### config.mk
export PLATFORM = sky130hd
export DESIGN_NAME = call_seq
export DESIGN_NICKNAME = d
export VERILOG_FILES = /design/src/rtl/call_seq_pkg.sv /design/src/rtl/call_cond_eval.sv /design/src/rtl/call_phase_ctrl.sv /design/src/rtl/call_addr_regs.sv /design/src/rtl/call_seq.sv
export SDC_FILE = /design/constraint.sdc
export NUM_CORES = 1
export LEC_CHECK = 0
export ABC_AREA = 1
export BUFFER_PORTS_ARGS = -buffer_cell sky130_fd_sc_hd__buf_4
export CORE_MARGIN = 8
export CORE_UTILIZATION = 55
export DETAILED_ROUTE_END_ITERATION = 8
export PLACE_DENSITY = 0.87
export SLEW_MARGIN = 20
export SYNTH_ARGS = -nofsm -noshare
export SYNTH_HDL_FRONTEND = slang
export SYNTH_HIERARCHICAL = 1
export SYNTH_SLANG_ARGS = --single-unit
export TNS_END_PERCENT = 50
### constraint.sdc
create_clock -name clk -period 5.64 [get_ports clk]
set_input_delay 0.282 -clock clk [delete_from_list [all_inputs] [get_ports clk]]
set_output_delay 0.282 -clock clk [all_outputs]
set_load 0.03 [all_outputs]
### src/rtl/call_seq_pkg.sv
// Shared definitions for the call sequencer: phase encoding, condition
// codes and the opcode constants it decodes. Assumes 8-bit opcodes.
package call_seq_pkg;

    localparam int OPW = 8;
    localparam logic [OPW-1:0] OP_CALL_ALWAYS = 8'hCD;
    localparam logic [2:0]     OP_COND_HI     = 3'b110;
    localparam logic [2:0]     OP_COND_LO     = 3'b100;

    typedef enum logic [2:0] {
        PH_IDLE = 3'd0,
        PH_M1   = 3'd1,
        PH_M2   = 3'd2,
        PH_M3   = 3'd3,
        PH_M4   = 3'd4,
        PH_M5   = 3'd5
    } phase_t;

    typedef enum logic [1:0] {
        CC_NZ = 2'b00,
        CC_Z  = 2'b01,
        CC_NC = 2'b10,
        CC_C  = 2'b11
    } cond_t;

endpackage

### src/rtl/call_cond_eval.sv
// Decodes the opcode into call / not-call and evaluates the branch
// condition against the flags. Purely combinational; assumes the caller
// samples the result only in the decode cycle.
module call_cond_eval
    import call_seq_pkg::*;
(
    input  logic [OPW-1:0] opcode,
    input  logic           flag_z,
    input  logic           flag_c,
    output logic           is_call,
    output logic           take_now
);

    logic  uncond;
    logic  is_cond;
    logic  cond_ok;
    cond_t cc;

    // Classify opcode and test the selected flag.
    always_comb begin
        uncond  = (opcode == OP_CALL_ALWAYS);
        is_cond = (opcode[7:5] == OP_COND_HI) && (opcode[2:0] == OP_COND_LO);
        cc      = cond_t'(opcode[4:3]);
        unique case (cc)
            CC_NZ:   cond_ok = !flag_z;
            CC_Z:    cond_ok =  flag_z;
            CC_NC:   cond_ok = !flag_c;
            CC_C:    cond_ok =  flag_c;
            default: cond_ok = 1'b0;
        endcase
        is_call  = uncond || is_cond;
        take_now = uncond || (is_cond && cond_ok);
    end

endmodule

### src/rtl/call_phase_ctrl.sv
// Machine-cycle state machine. Advances M1 -> M2, then either ends or runs
// M3 -> M4 -> M5. Raises done for one clock after the last cycle.
// Assumes accept is only asserted while idle.
module call_phase_ctrl
    import call_seq_pkg::*;
(
    input  logic   clk,
    input  logic   rst_n,
    input  logic   accept,
    input  logic   take_q,
    output phase_t phase,
    output logic   done
);

    phase_t phase_nx;
    logic   finish;

    // Next-phase selection.
    always_comb begin
        phase_nx = phase;
        finish   = 1'b0;
        unique case (phase)
            PH_IDLE: if (accept) phase_nx = PH_M1;
            PH_M1:   phase_nx = PH_M2;
            PH_M2:   begin
                if (take_q) begin
                    phase_nx = PH_M3;
                end else begin
                    phase_nx = PH_IDLE;
                    finish   = 1'b1;
                end
            end
            PH_M3:   phase_nx = PH_M4;
            PH_M4:   phase_nx = PH_M5;
            PH_M5:   begin
                phase_nx = PH_IDLE;
                finish   = 1'b1;
            end
            default: phase_nx = PH_IDLE;
        endcase
    end

    // Phase and completion-pulse registers.
    always_ff @(posedge clk) begin
        if (!rst_n) begin
            phase <= PH_IDLE;
            done  <= 1'b0;
        end else begin
            phase <= phase_nx;
            done  <= finish;
        end
    end

    AST_DONE_ONE_CLK: assert property (@(posedge clk) disable iff (!rst_n)
        done |=> !done);

    AST_DONE_AT_IDLE: assert property (@(posedge clk) disable iff (!rst_n)
        done |-> (phase == PH_IDLE));

endmodule

### src/rtl/call_addr_regs.sv
// Holds PC, SP, the latched condition and the two captured operand bytes.
// PC keeps the opcode address until the final cycle; SP steps down once
// per stack write. Assumes read data is valid in the requesting cycle.
module call_addr_regs
    import call_seq_pkg::*;
#(
    parameter int DW = 8,
    parameter int AW = 2 * DW,
    parameter logic [AW-1:0] RESET_PC = '0,
    parameter logic [AW-1:0] RESET_SP = '1 - 1
)(
    input  logic          clk,
    input  logic          rst_n,
    input  logic          accept,
    input  logic          take_now,
    input  phase_t        phase,
    input  logic [AW-1:0] pc_in,
    input  logic [AW-1:0] sp_in,
    input  logic [DW-1:0] rdata,
    output logic [AW-1:0] pc_q,
    output logic [AW-1:0] sp_q,
    output logic          take_q,
    output logic [DW-1:0] op_lo,
    output logic [DW-1:0] op_hi
);

    localparam logic [AW-1:0] STEP1 = AW'(1);
    localparam logic [AW-1:0] STEP3 = AW'(3);

    // Program counter: load on accept, advance on skip, jump after M5.
    always_ff @(posedge clk) begin
        if (!rst_n) begin
            pc_q <= RESET_PC;
        end else if (accept) begin
            pc_q <= pc_in;
        end else if (phase == PH_M2 && !take_q) begin
            pc_q <= pc_q + STEP3;
        end else if (phase == PH_M5) begin
            pc_q <= {op_hi, op_lo};
        end
    end

    // Stack pointer: load on accept, pre-decrement per push.
    always_ff @(posedge clk) begin
        if (!rst_n) begin
            sp_q <= RESET_SP;
        end else if (accept) begin
            sp_q <= sp_in;
        end else if (phase == PH_M4 || phase == PH_M5) begin
            sp_q <= sp_q - STEP1;
        end
    end

    // Condition latch and operand byte capture.
    always_ff @(posedge clk) begin
        if (!rst_n) begin
            take_q <= 1'b0;
            op_lo  <= '0;
            op_hi  <= '0;
        end else begin
            if (accept)           take_q <= take_now;
            if (phase == PH_M1)   op_lo  <= rdata;
            if (phase == PH_M2)   op_hi  <= rdata;
        end
    end

endmodule

### src/rtl/call_seq.sv
// Top of the call sequencer. Accepts a call opcode while idle, then drives
// the memory port per machine cycle from the phase and the held PC/SP.
// Assumes a zero-latency read port and one clock per machine cycle.
module call_seq
    import call_seq_pkg::*;
#(
    parameter int DW = 8,
    parameter logic [2*DW-1:0] RESET_PC = '0,
    parameter logic [2*DW-1:0] RESET_SP = '1 - 1
)(
    input  logic              clk,
    input  logic              rst_n,
    input  logic              start,
    input  logic [OPW-1:0]    opcode,
    input  logic              flag_z,
    input  logic              flag_c,
    input  logic [2*DW-1:0]   pc_in,
    input  logic [2*DW-1:0]   sp_in,
    input  logic [DW-1:0]     mem_rdata,
    output logic [2*DW-1:0]   mem_addr,
    output logic              mem_rd,
    output logic              mem_wr,
    output logic [DW-1:0]     mem_wdata,
    output logic [2*DW-1:0]   pc_out,
    output logic [2*DW-1:0]   sp_out,
    output logic              busy,
    output logic              done
);

    localparam int AW = 2 * DW;
    localparam logic [AW-1:0] STEP1 = AW'(1);
    localparam logic [AW-1:0] STEP2 = AW'(2);
    localparam logic [AW-1:0] STEP3 = AW'(3);

    phase_t        phase;
    logic          is_call;
    logic          take_now;
    logic          take_q;
    logic          accept;
    logic [DW-1:0] op_lo;
    logic [DW-1:0] op_hi;
    logic [AW-1:0] ret_addr;

    call_cond_eval u_cond (
        .opcode   (opcode),
        .flag_z   (flag_z),
        .flag_c   (flag_c),
        .is_call  (is_call),
        .take_now (take_now)
    );

    call_phase_ctrl u_ctrl (
        .clk    (clk),
        .rst_n  (rst_n),
        .accept (accept),
        .take_q (take_q),
        .phase  (phase),
        .done   (done)
    );

    call_addr_regs #(
        .DW       (DW),
        .AW       (AW),
        .RESET_PC (RESET_PC),
        .RESET_SP (RESET_SP)
    ) u_regs (
        .clk      (clk),
        .rst_n    (rst_n),
        .accept   (accept),
        .take_now (take_now),
        .phase    (phase),
        .pc_in    (pc_in),
        .sp_in    (sp_in),
        .rdata    (mem_rdata),
        .pc_q     (pc_out),
        .sp_q     (sp_out),
        .take_q   (take_q),
        .op_lo    (op_lo),
        .op_hi    (op_hi)
    );

    // Start acceptance: only a call opcode, only while idle.
    always_comb begin
        busy     = (phase != PH_IDLE);
        accept   = start && is_call && !busy;
        ret_addr = pc_out + STEP3;
    end

    // Memory port drive per machine cycle.
    always_comb begin
        mem_addr  = '0;
        mem_rd    = 1'b0;
        mem_wr    = 1'b0;
        mem_wdata = '0;
        unique case (phase)
            PH_M1: begin
                mem_addr = pc_out + STEP1;
                mem_rd   = 1'b1;
            end
            PH_M2: begin
                mem_addr = pc_out + STEP2;
                mem_rd   = 1'b1;
            end
            PH_M4: begin
                mem_addr  = sp_out - STEP1;
                mem_wr    = 1'b1;
                mem_wdata = ret_addr[AW-1:DW];
            end
            PH_M5: begin
                mem_addr  = sp_out - STEP1;
                mem_wr    = 1'b1;
                mem_wdata = ret_addr[DW-1:0];
            end
            default: begin
                mem_addr  = '0;
            end
        endcase
    end

    AST_RD_WR_EXCL: assert property (@(posedge clk) disable iff (!rst_n)
        !(mem_rd && mem_wr));

    AST_IDLE_QUIET: assert property (@(posedge clk) disable iff (!rst_n)
        !busy |-> (!mem_rd && !mem_wr));

    AST_DELAY_QUIET: assert property (@(posedge clk) disable iff (!rst_n)
        (phase == PH_M3) |-> (!mem_rd && !mem_wr));

    AST_SP_STEP: assert property (@(posedge clk) disable iff (!rst_n)
        mem_wr |=> (sp_out == $past(sp_out) - STEP1));

    AST_SKIP_ADVANCE: assert property (@(posedge clk) disable iff (!rst_n)
        (busy && !mem_wr && !take_q && phase == PH_M2) |=> (done && pc_out == $past(pc_out) + STEP3));

    AST_BUSY_PC_HOLD: assert property (@(posedge clk) disable iff (!rst_n)
        (busy && phase != PH_M2 && phase != PH_M5) |=> $stable(pc_out));

endmodule

==> results.md, run 1 <==
Timing:
- Setup repair after global routing left no endpoint under its margin.
- The final count of pins violating max slew is 0.
- The total of endpoints with negative setup slack in the final report is 0.
- For the pin with the worst max-slew slack, the measured transition is 1.07 ns.
- For the finished layout, the period the worst path requires is 2.58 ns.
- The number of endpoints with negative hold slack in the final report was 0.
- The post-route worst setup slack is 3.06 ns.
- Of the available clock period, the critical path in the final layout requires 0.457.
- The final setup TNS is 0 ns.
- For the final database, setup skew stands at 0.00392 ns.
- The worst-case headroom to the max-slew limit is 0.283.
- The achievable clock frequency is 388 MHz.

Routing:
- For this run, the detailed router's first-pass iteration total came to 5.
- After detailed routing, the average wire length per cell comes to 14.5 um.
- Summing over every cut layer, the via total after detailed routing is 5774.
- For this block, the routed nets add up to approximately 15 mm of wire.
- The remaining design rule violation count is 0.
- The count of nets left with antenna violations once routing finished came out at 0.
- After the first detailed-routing iteration, the DRC count stood at around 440.
- In the routed layout, each cell is associated on average with a via count of 5.57.

Synthesis:
- The largest area contributor in the netlist is dfxtp_1.
- The mapped netlist covers 4730 um^2.
- The number of flops mapped to enable cells by yosys is 0.
- The mean cell area of the mapped netlist is 5.71 um^2.
- The net count after synthesis is slightly below 900.
- The gate count of the mapped netlist is 827.
- The share of the Yosys chip area taken by registers is 0.225.
- In this run, synthesis produced a sequential element count of 53.
- The number of unique standard cell types used by synthesis is 41.
- Of the post-synthesis cell area, the dominant cell type holds 0.225.
- Ranked by total cell area, the synthesized netlist is headed by dfxtp_1 22%, nand2_1 17%, nand3_1 11%.
- In the synthesized netlist the async set-or-reset flop fraction comes to 0.
- Yosys printed 6 warnings.
- For this run, the leading register cell type out of synthesis is dfxtp_1.

Setup path:
- The number of cell instances on the worst register-to-register path is 9.
- The kind of critical path is flip-flop to primary output.
- Of all nets on the critical path, the largest fanout is 12.
- The startpoint identified for the worst register-to-register timing path is u_ctrl/phase[0]$_SDFFE_PN0P_.
- The worst flop-to-flop path endpoint is u_regs/pc_q[0]$_SDFFE_PN0P_.
- The kind of end point of the critical path is a primary output.
- Data on the critical path is required at its endpoint by 5.36 ns.
- Setup slack on the worst reg-to-reg path comes out at 3.11 ns.
- The data arrival time at the worst-slack endpoint is ~2.3 ns.
- The most critical setup path has its startpoint at u_regs/pc_q[9]$_SDFFE_PN0P_.
- The startpoint kind of the worst setup timing path is a flip-flop.
- Following the worst setup path forward leads to its endpoint at mem_addr[13].

Clocking:
- In this run the clock root is driven by a clkbuf_8.
- The number of buffers on the longest clock path is 2.
- The CTS tree is built.
- The cts-stage hold buffer count is 0.
- The number of buffers created by CTS is 5.
- The clock transition at the registers of the reported paths is ~0.1 ns.
- The level count of the clock H-tree is 2.
- The total number of clock tree sinks is 53.
- The number of gates given a new drive strength after cts is 0.
- The post-CTS repair timing setup buffer count is 0.
- The clock latency at the later pin of the worst-skew pair is between 0.3 and 0.4 ns.

Global routing:
- The number of antenna violations at the first check in global routing came to 0.
- The maximum number of pins on one net before global-route repair is 33.
- The number of global-route vias before repair is 5282.
- Global routing finished with a remaining overflow of 0.
- The wire length of the first global-routing pass is around 24 mm.
- For this run, the total global-route usage over all layers was measured as 0.248.

Layout:
- Summing all multi-input logic gate instances after layout gives 3140 um^2.
- For this run, the share of the core covered by cells in the final layout is 0.674.
- The layout filler cell count is 786.
- In the layout the commonest cells are 214 x nand2_1, 114 x buf_4, 106 x nand3_1.
- In the final layout, the share of cells above drive strength 1 is 0.187.
- The most common cell after layout, fill and taps aside is nand2_1.
- Registers take 1060 um^2.
- The repair_antennas step left the layout with diodes totalling 0.
- The post-layout net count is 988.
- The area growth from synthesis to layout is 21.4%.

Die:
- The area inside the core boundary is about 8500 um^2.
- The die extent in x is 109 um.
- The y dimension of the die is 109 um.
- The number of rows created at floorplan is 34.
- The number of top-level pins is ~110.
- The initial standard-cell utilization of the core is 0.555.
- The floorplan step defined a die boundary enclosing about 12000 um^2.

Placed design:
- In this run the tool buffered the top-level ports with 112 buffer cells.
- The placer's final routability congestion estimate is 0.951.
- The wire-length estimate of the detail-placed layout is 11.4 mm.
- The pre-CTS setup slack is 3.17 ns.

Job:
- The max-capacitance violation count is 0.

Power and ir drop:
- The analysis attributes to cell leakage a power of 2.56 nW.
- In this run the power density over the cells is 129 nW/um^2.
- The worst-case IR drop observed on VDD is 180 uV.

Outcome:
- The run finished with clean final reports.

Worst hold path:
- The class of the worst hold path is primary input to flip-flop.
-- worst min-delay path by stage --
stage / cells after the start / to / from / slack, ns
finish: 3 / u_regs/sp_q[13]$_SDFFE_PN1P_ / sp_in[13] / 0.22
global route: 3 / u_regs/sp_q[2]$_SDFFE_PN1P_ / sp_in[2] / 0.21
CTS: 3 / u_regs/sp_q[13]$_SDFFE_PN1P_ / sp_in[13] / 0.21
floorplan: 2 / u_ctrl/phase[0]$_SDFFE_PN0P_ / rst_n / 0.40
global placement: 2 / u_regs/op_lo[0]$_SDFFE_PN0N_ / u_regs/op_lo[0]$_SDFFE_PN0N_ / 0.44
detailed placement: 2 / u_regs/op_lo[5]$_SDFFE_PN0N_ / u_regs/op_lo[5]$_SDFFE_PN0N_ / 0.44
-- per-layer routing --
| metal | GRT usage | up-vias | part of all wire | wire, um |
|---|---|---|---|---|
| li1 | - | 2928 | - | - |
| met1 | 0.317 | 2545 | 0.42 | 6340 |
| met2 | 0.407 | 271 | 0.46 | 6920 |
| met3 | 0.0319 | 30 | 0.087 | 1310 |
| met4 | 0.116 | 0 | 0.030 | 445 |
| met5 | 0 | - | 0 | 0 |
-- cell families after synthesis --
logic type / count (synthesis) / share of synthesized area
XOR/XNOR: 12 / 0.0222
AO/OA/AOI/OAI: 164 / 0.193
buffers and inverters: 133 / 0.112
adder cells (fa/ha/maj): 7 / 0.0185
flip-flops: 53 / 0.225
AND/OR/NAND/NOR: 458 / 0.429
-- area by class of cell --
type / instances / share of cell area
timing repair buffer: 114 / 0.149
inverter: 113 / 0.0744
clock buffer: 6 / 0.0144
clock inverter: 2 / 0.00654
sequential: 53 / 0.185
tap: 108 / 0.0236
multi-input combinational: 641 / 0.547
-- sequential cells by signal (all words and copies together), names as in the netlist --
register / count
u_regs/op_hi: 8
u_ctrl/phase: 3
u_regs/sp_q: 16
u_regs/op_lo: 8
u_ctrl/done: 1
u_regs/pc_q: 16
u_regs/take_q: 1
-- cells in the mapped netlist, types with 3 or more instances --
library cell / instances
buf_2: 10
a221oi_1: 3
o211ai_1: 11
nand2_2: 7
nor2_1: 81
o21ai_1: 17
nand4_1: 11
inv_1: 99
o21bai_1: 5
o221ai_1: 4
dfxtp_1: 53
o21ai_0: 46
clkinv_1: 3
nor2_2: 22
or2_2: 3
nor3_1: 5
a21oi_1: 69
ha_1: 7
nor2_4: 3
xor2_1: 9
inv_2: 10
nand3_1: 106
nand2_1: 214
xnor2_1: 3
clkbuf_1: 5
-- power by group --
group          switching (mW)  internal (mW)  total (mW)
registers             0.00856          0.379       0.387
logic                  0.0434         0.0393      0.0827
clock network           0.128          0.144       0.272
total                   0.180          0.562       0.742
-- metrics by stage --
stage	hold slack, ns	power (mW)	area [um^2]	instances
floorplan	0.405	0.432	4730	827
global placement	0.435	0.477	5620	1029
detailed placement	0.442	0.477	5620	1029
CTS	0.205	0.744	5740	1037
global route	0.210	0.766	5740	1037
finish	0.217	0.742	5740	1037
-- critical path: stages (launching register included) --
cell and delay, ns:
dfxtp_1 0.64, nand2_2 0.17, nor2_1 0.52, nand2_1 0.14, o21ai_0 0.18, nand3_1 0.09
nand3_1 0.09, buf_4 0.17
Power figures use the tool's default switching activity.
==> inputs of run 2 (changes only) <==
Clock period 5.64 ns to 2.55 ns, I/O delays scaled along.
==> run 2 against run 1 <==
- wire length up 0.72%
- sequential share of layout area shrank 0.24 points
- non-clock buffer count rose by 10
- final area is 1.3% higher
- worst hold slack got worse by 0.16 ns
- global-route usage is 0.20 points higher
- setup slack got worse by 2.8 ns
- die area stayed put
- register-to-register slack got worse by 2.7 ns
- via count up 1.2%
- utilization up 0.88 points
- largest power group unchanged
==> results.md, run 2 (synthesis results as in run 1) <==
Global routing:
- The maximum number of pins on one net before global-route repair is 33.
- For this run, the total global-route usage over all layers was measured as 0.250.
- The wire length of the first global-routing pass is about 24 mm.
- The number of antenna violations at the first check in global routing is 0.
- The number of global-route vias before repair came to between 5000 and 6000.
- The global route total overflow is 0.

Power and ir drop:
- The clock power share is 0.365.
- The logic gate share of total power is 0.115.
- The reported net switching power is slightly below 0.4 mW.
- Power spread over the standard cell area amounts to 282 nW/um^2.
- Of the total power, the share spent switching nets is 0.240.
- The worst voltage drop across the vdd grid is around 320 uV.
- The internal cell power is 1.25 mW.
- The share of total power in sequential cells is 0.520.
- The total chip power is 1.64 mW.
- The analysis attributes to cell leakage a power of 2.62 nW.

Timing:
- The number of endpoints with negative hold slack in the final report came to 0.
- The achievable clock frequency is roughly 430 MHz.
- Once routing completed, OpenROAD measured the worst setup slack at about 0.22 ns.
- The total of endpoints with negative setup slack in the final report is 0.
- In the final timing run, aggregate negative setup slack is 0 ns.
- Of the available clock period, the critical path in the final layout requires 0.913.
- Headroom to the max-slew limit came out at 0.285.
- The minimum clock period after layout is 2.33 ns.
- The final count of pins violating max slew is 0.
- Setup repair after global routing left no endpoint under its margin.
- On the final layout, the worst hold slack is 0.0580 ns.
- The transition at the pin with the smallest max-transition slack is ~1.1 ns.
- Across the routed clock network, the largest skew measured is 0.00678 ns.

Setup path:
- The kind of critical path is flip-flop to primary output.
- STA classifies the critical path endpoint as a primary output.
- The data arrival time at the worst-slack endpoint is 2.20 ns.
- The worst register-to-register path ends at u_regs/sp_q[5]$_SDFFE_PN1P_.
- The startpoint kind of the worst setup timing path is a flip-flop.
- For flop-to-flop paths, the worst setup slack is 0.46 ns.
- The beginning of the worst register-to-register path is u_ctrl/phase[0]$_SDFFE_PN0P_.
- Data on the critical path is required at its endpoint by 2.42 ns.
- Of all nets on the critical path, the largest fanout is 10.
- The number of cell instances on the worst register-to-register path is 9.

Job:
- The max-capacitance violation count is 0.

Routing:
- For this block, the initial DRC count from the detailed router was 509.
- The first-pass iteration count of the detailed router is 6.
- The detailed-route vias per instance is 5.58.
- The remaining design rule violation count is 0.
- The count of nets left with antenna violations once routing finished came out at 0.
- The total via count in the routed design is 5842.
- The total routed wirelength is 15.1 mm.
- The post-detailed-route wirelength per cell is 14.4 um.

Layout:
- The library cell used most frequently in the layout, excluding fill and tap cells, is nand2_1.
- The post-layout net count is 998.
- In the final layout, the registers with the most flip-flops are u_regs/pc_q x16, u_regs/sp_q x16.
- The antenna cell count is 0.
- The top cell types in the final layout, fill and taps aside, are 214 x nand2_1, 124 x buf_4, 106 x nand3_1.
- From synthesis to final layout, the design area changed by 23.0%.
- The utilization of the core after routing is 0.683.
- Of the cells placed in the final design, the portion with a size suffix greater than 1 is 0.196.
- The filler cells instantiated in the layout total 765.

Clocking:
- The H-tree was split into 2 levels.
- The library cell used as clock root buffer is clkbuf_8.
- The total number of clock tree sinks is 53.
- The cts-stage hold buffer count is 0.
- TritonCTS built the clock tree.
- The number of buffers created by CTS is 5.
- The number of setup buffers added after CTS is 0.
- The number of buffers on the longest clock path is 2.
- The number of gates given a new drive strength after cts is 0.
- The clock transition at the registers of the reported paths is 0.09 ns.
- Clock latency on the worst-skew pair, taken at its later pin, is between 0.3 and 0.4 ns.

Die:
- The die extent in x is 109 um.
- The initial standard-cell utilization of the core is 0.555.
- The area of the die is 11800 um^2.
- Row generation in the floorplan step produced 34 rows.
- Pin placement for this block handled around 110 I/O pins.
- The y dimension of the die is 109 um.
- The core region is approximately 8500 um^2.

Worst hold path:
- The startpoint of the worst hold path is sp_in[3].
- The worst hold path terminates at u_regs/sp_q[3]$_SDFFE_PN1P_.
- The number of cells traversed by the worst hold path is 3.
- The min-delay analysis places its worst path in the category primary input to flip-flop.

Placed design:
- At the end of routability-driven placement, the weighted congestion stood at approximately 0.96.
- The count of buffers from port buffering is 112.
- Detailed placement finished with a half-perimeter wire length of 11.7 mm.
- At the placement stage, the worst setup path has a slack of between 0.4 and 0.5 ns.

Outcome:
- The run finished with clean final reports.
[run 2: changes by cell type in the layout (fill, tap and decap cells not counted)]
cell   change
buf_4     +10
[run 2: worst max-delay path by stage]
| stage | slack, ns | end | startpoint |
|---|---|---|---|
| final | 0.22 | mem_addr[4] | u_ctrl/phase[0]$_SDFFE_PN0P_ |
| after global routing | 0.005 | mem_addr[15] | u_regs/pc_q[1]$_SDFFE_PN0P_ |
| after floorplan | 0.37 | mem_wdata[5] | u_regs/pc_q[2]$_SDFFE_PN0P_ |
| after global placement | 0.62 | u_regs/pc_q[0]$_SDFFE_PN0P_ | u_ctrl/phase[0]$_SDFFE_PN0P_ |
| after CTS | 0.28 | mem_addr[9] | u_regs/pc_q[1]$_SDFFE_PN0P_ |
| after detailed placement | 0.49 | u_regs/pc_q[0]$_SDFFE_PN0P_ | u_ctrl/phase[0]$_SDFFE_PN0P_ |
[run 2: cell type report]
type	instances	area (um^2)	share of cell area
clock buffer	6	82.6	0.0142
inverter	113	427	0.0734
tap	108	135	0.0233
sequential	53	1060	0.183
multi-input combinational	641	3140	0.540
clock inverter	2	37.5	0.00646
timing repair buffer	124	931	0.160
[run 2: metrics by stage]
stage | std cells | instance area [um^2]
2_1_floorplan | 827 | 4730
6_report | 1047 | 5810
3_3_place_gp | 1039 | 5690
4_1_cts | 1047 | 5810
5_1_grt | 1047 | 5810
3_5_place_dp | 1039 | 5690
[run 2: worst max-delay path, stage by stage (launching register included)]
cell     delay [ns]
dfxtp_1        0.55
inv_1          0.18
nor3_1         0.38
inv_1          0.23
a21oi_1        0.15
o21ai_0        0.10
nand3_1        0.13
buf_4          0.18
[run 2: metal layers]
| layer | track usage | share of wire | vias to the layer above |
|---|---|---|---|
| met4 | 0.0860 | 0.023 | 0 |
| met5 | 0 | 0 | - |
| met1 | 0.327 | 0.42 | 2558 |
| met3 | 0.0301 | 0.094 | 29 |
| met2 | 0.417 | 0.46 | 326 |
| li1 | - | - | 2929 |
[run 2: power groups by stage]
stage	clock network [mW]	registers, mW	logic, mW
CTS	0.605	0.852	0.187
floorplan	0	0.878	0.0774
global route	0.636	0.854	0.206
global placement	0	0.871	0.184
finish	0.597	0.852	0.188
detailed placement	0	0.871	0.187
==> inputs of run 3 (changes only) <==
Settings changed: ABC_AREA 1 to 0.
==> run 3 against run 2 <==
- power is 7.8% lower
- utilization up 2.1 points
- sequential power decreased by 1%
- global-route usage grew 1.9 points
- wire length increased by 6.6%
- clock power decreased by 12%
- fmax down 4.4%
- worst hold slack worse by 0.037 ns
- area after synthesis down 3.8%
==> results.md, run 3 <==
Outcome:
- The flow ran to the end, and the final reports show no timing, DRC or antenna violations.

Timing:
- Setup violations remaining at the end of the flow were counted as 0.
- In the finished design, the share of the clock period the worst path needs comes to 0.954.
- The final setup TNS is 0 ns.
- The clock arrives with ~0.011 ns of skew.
- The final hold slack is around 0.021 ns.
- The worst pin sits at a relative slew slack of 0.499.
- The final count of pins violating max slew came to 0.
- The minimum clock period after layout is 2.43 ns.
- At the pin with the least slew margin, the transition time is 0.745 ns.
- The number of endpoints with negative hold slack in the final report is 0.
- Setup repair after global routing left no endpoint under its margin.
- The achievable clock frequency is roughly 410 MHz.

Routing:
- After detailed routing, the average wire length per cell comes to approximately 20 um.
- The first-pass iteration count of the detailed router is 5.
- The remaining antenna violation count after routing is 0.
- The remaining design rule violation count is 0.
- The total routed wirelength is about 16 mm.
- For this block, the initial DRC count from the detailed router was 529.
- Dividing the detail-routed via count by the number of cells gives 6.43.
- The total via count in the routed design is ~5200.

Layout:
- The post-layout net count is 768.
- The largest registers in the layout are u_regs/pc_q x16, u_regs/sp_q x16.
- Summing all multi-input logic gate instances after layout gives 3230 um^2.
- In the final layout, the share of cells above drive strength 1 is 0.281.
- The library cells used most frequently in the layout, excluding fill and tap cells, are 148 x buf_4, 61 x nor2_1, 43 x dfxtp_1.
- The antenna cell count is 0.
- After filler insertion, the fill cell instance count of the layout stands at 644.
- The final standard cell count with taps included and fillers excluded is about 810.
- Relative to the synthesized area, the layout overhead comes to 26.0%.
- The most common cell after layout, fill and taps aside is buf_4.
- The area taken by flip-flops and latches is 1070 um^2.
- Measured on the finished design, the core utilization comes to 0.704.

Clocking:
- The library cell used as clock root buffer is clkbuf_8.
- The cts-stage hold buffer count is 0.
- The clock latency at the later pin of the worst-skew pair is around 0.32 ns.
- No sink is reached through more buffers than the 2 on the longest clock path.
- The post-CTS repair timing setup buffer count is 0.
- The clock net in this run drives a total of 53 sinks.
- TritonCTS built the clock tree.
- In this run, CTS created clock tree buffers numbering 5.
- The level count of the clock H-tree is 2.
- After clock tree synthesis, the clock-pin slew on the worst setup and hold paths is 0.10 ns.

Die:
- The number of top-level pins is between 100 and 150.
- The die covers ~11000 um^2.
- The floorplan step defined a core boundary enclosing 8130 um^2.
- The number of rows created at floorplan is 33.
- From left edge to right edge, the die measures 107 um.
- The y dimension of the die is 107 um.
- The initial standard-cell utilization of the core is 0.559.

Job:
- The max-capacitance violation count is 0.

Synthesis:
- Of the post-synthesis cell area, the dominant cell type holds 0.233.
- Yosys printed 6 warnings.
- By count the netlist is led by 62 x nor2_1, 53 x dfxtp_1, 30 x a21oi_1.
- The number of flops mapped to enable cells by yosys is 0.
- After synthesis, the netlist uses 79 different library cells.
- By instance count, the leading cell after synthesis is nor2_1.
- The share of flip-flops with an asynchronous set or reset is 0.
- The count of state elements after synthesis is 53.
- Among all flip-flop cells after synthesis, the most frequent one is dfxtp_1.
- dfxtp_1 takes more of the synthesized area than any other cell.
- The mean cell area of the mapped netlist is ~7.6 um^2.
- Of the synthesized area, sequential elements account for 0.233.
- By area the synthesized netlist is led by dfxtp_1 23%, nor2_1 5.1%, mux2i_1 4.6%.
- The net count after synthesis is 659.
- The cell area that synthesis handed to floorplanning was ~4500 um^2.
- The gate count of the mapped netlist is 599.

Setup path:
- Data on the critical path arrives at its endpoint at 2.31 ns.
- The largest fanout on the critical path is 8.
- The setup slack of the worst register-to-register path is 0.30 ns.
- The beginning of the worst register-to-register path is u_regs/sp_q[5]$_SDFFE_PN1P_.
- The kind of end point of the critical path is a primary output.
- The number of cell instances on the worst register-to-register path is 4.
- The kind of critical path is flip-flop to primary output.
- The endpoint identified for the worst register-to-register timing path is u_regs/sp_q[15]$_SDFFE_PN1P_.
- At the worst endpoint, the required time is roughly 2.4 ns.
- The startpoint kind of the worst setup timing path is a flip-flop.
- In this run the worst setup path terminates at mem_addr[13].
- Tracing the worst setup path back leads to its startpoint at u_regs/sp_q[3]$_SDFFE_PN1P_.

Power and ir drop:
- The worst voltage drop across the vdd grid is ~250 uV.
- Power spread over the standard cell area amounts to 264 nW/um^2.
- The design draws 1.51 mW.
- The analysis attributes to cell leakage a power of 2.11 nW.

Global routing:
- The number of antenna violations at the first check in global routing is 0.
- The total routing resource utilization after global routing is 0.269.
- The number of global-route vias before repair is 5017.
- The wire length of the first global-routing pass is 25.3 mm.
- The global route total overflow is 0.
- Entering global routing, the biggest net connects 35 pins.

Placed design:
- The half-perimeter wire length after placement is between 10 and 15 mm.
- The placer's final routability congestion estimate is 0.958.
- The instance count after placement with tap cells included is 806.
- The count of buffers from port buffering is between 100 and 150.

Worst hold path:
- The class of the worst hold path is primary input to flip-flop.
## run 3: worst min path at each step
stage | cells after the start | from | slack [ns] | to
after floorplan | 2 | sp_in[2] | 0.25 | u_regs/sp_q[2]$_SDFFE_PN1P_
after global placement | 3 | sp_in[2] | 0.34 | u_regs/sp_q[2]$_SDFFE_PN1P_
after detailed placement | 3 | sp_in[2] | 0.35 | u_regs/sp_q[2]$_SDFFE_PN1P_
after CTS | 3 | sp_in[2] | 0.01 | u_regs/sp_q[2]$_SDFFE_PN1P_
after global routing | 3 | sp_in[2] | 0.01 | u_regs/sp_q[2]$_SDFFE_PN1P_
final | 3 | sp_in[2] | 0.02 | u_regs/sp_q[2]$_SDFFE_PN1P_
## run 3: what timing repair did
action                     CTS  global route
resized for setup            1            14
cloned                       0             0
setup endpoints to repair    2            14
## run 3: logic make-up after synthesis
group	Yosys count	synth area share
AND/OR/NAND/NOR	255	0.326
multiplexers	21	0.0462
XOR/XNOR	31	0.0597
flip-flops	53	0.233
buffers and inverters	67	0.0622
AO/OA/AOI/OAI	165	0.254
adder cells (fa/ha/maj)	7	0.0193
## run 3: final cells by class
cell class | count | share of cell area
clock buffers | 5 | 0.0120
clock inverters | 3 | 0.00459
inverters | 20 | 0.0131
multi-input cells | 479 | 0.564
flip-flops and latches | 53 | 0.187
well taps | 105 | 0.0229
repair buffers | 149 | 0.196
## run 3: power by group
group          internal [mW]  switching [mW]  leakage (nW)
clock                  0.201           0.322        0.0487
combinational         0.0779          0.0682          1.63
sequential             0.831         0.00895         0.432
total                   1.11           0.399          2.11
## run 3: metal layers
metal,track usage,up-vias,wire [um],share of wire
met3,0.0420,44,1470,0.091
met2,0.432,297,7320,0.45
li1,-,2473,-,-
met1,0.348,2422,6860,0.43
met4,0.121,0,466,0.029
met5,0,-,0,0
## run 3: worst max-delay path, cell delays in order (launching register included)
cell,delay [ns]
dfxtp_1,0.43
nor4_2,0.71
nand4_1,0.21
xor2_1,0.30
o22ai_1,0.15
buf_4,0.19
## run 3: metrics by stage
stage               setup WS [ns]  instance area, um^2
floorplan                  0.0375                 4550
global placement            0.389                 5600
detailed placement          0.321                 5600
CTS                        0.0254                 5700
global route               0.0152                 5730
finish                      0.116                 5730
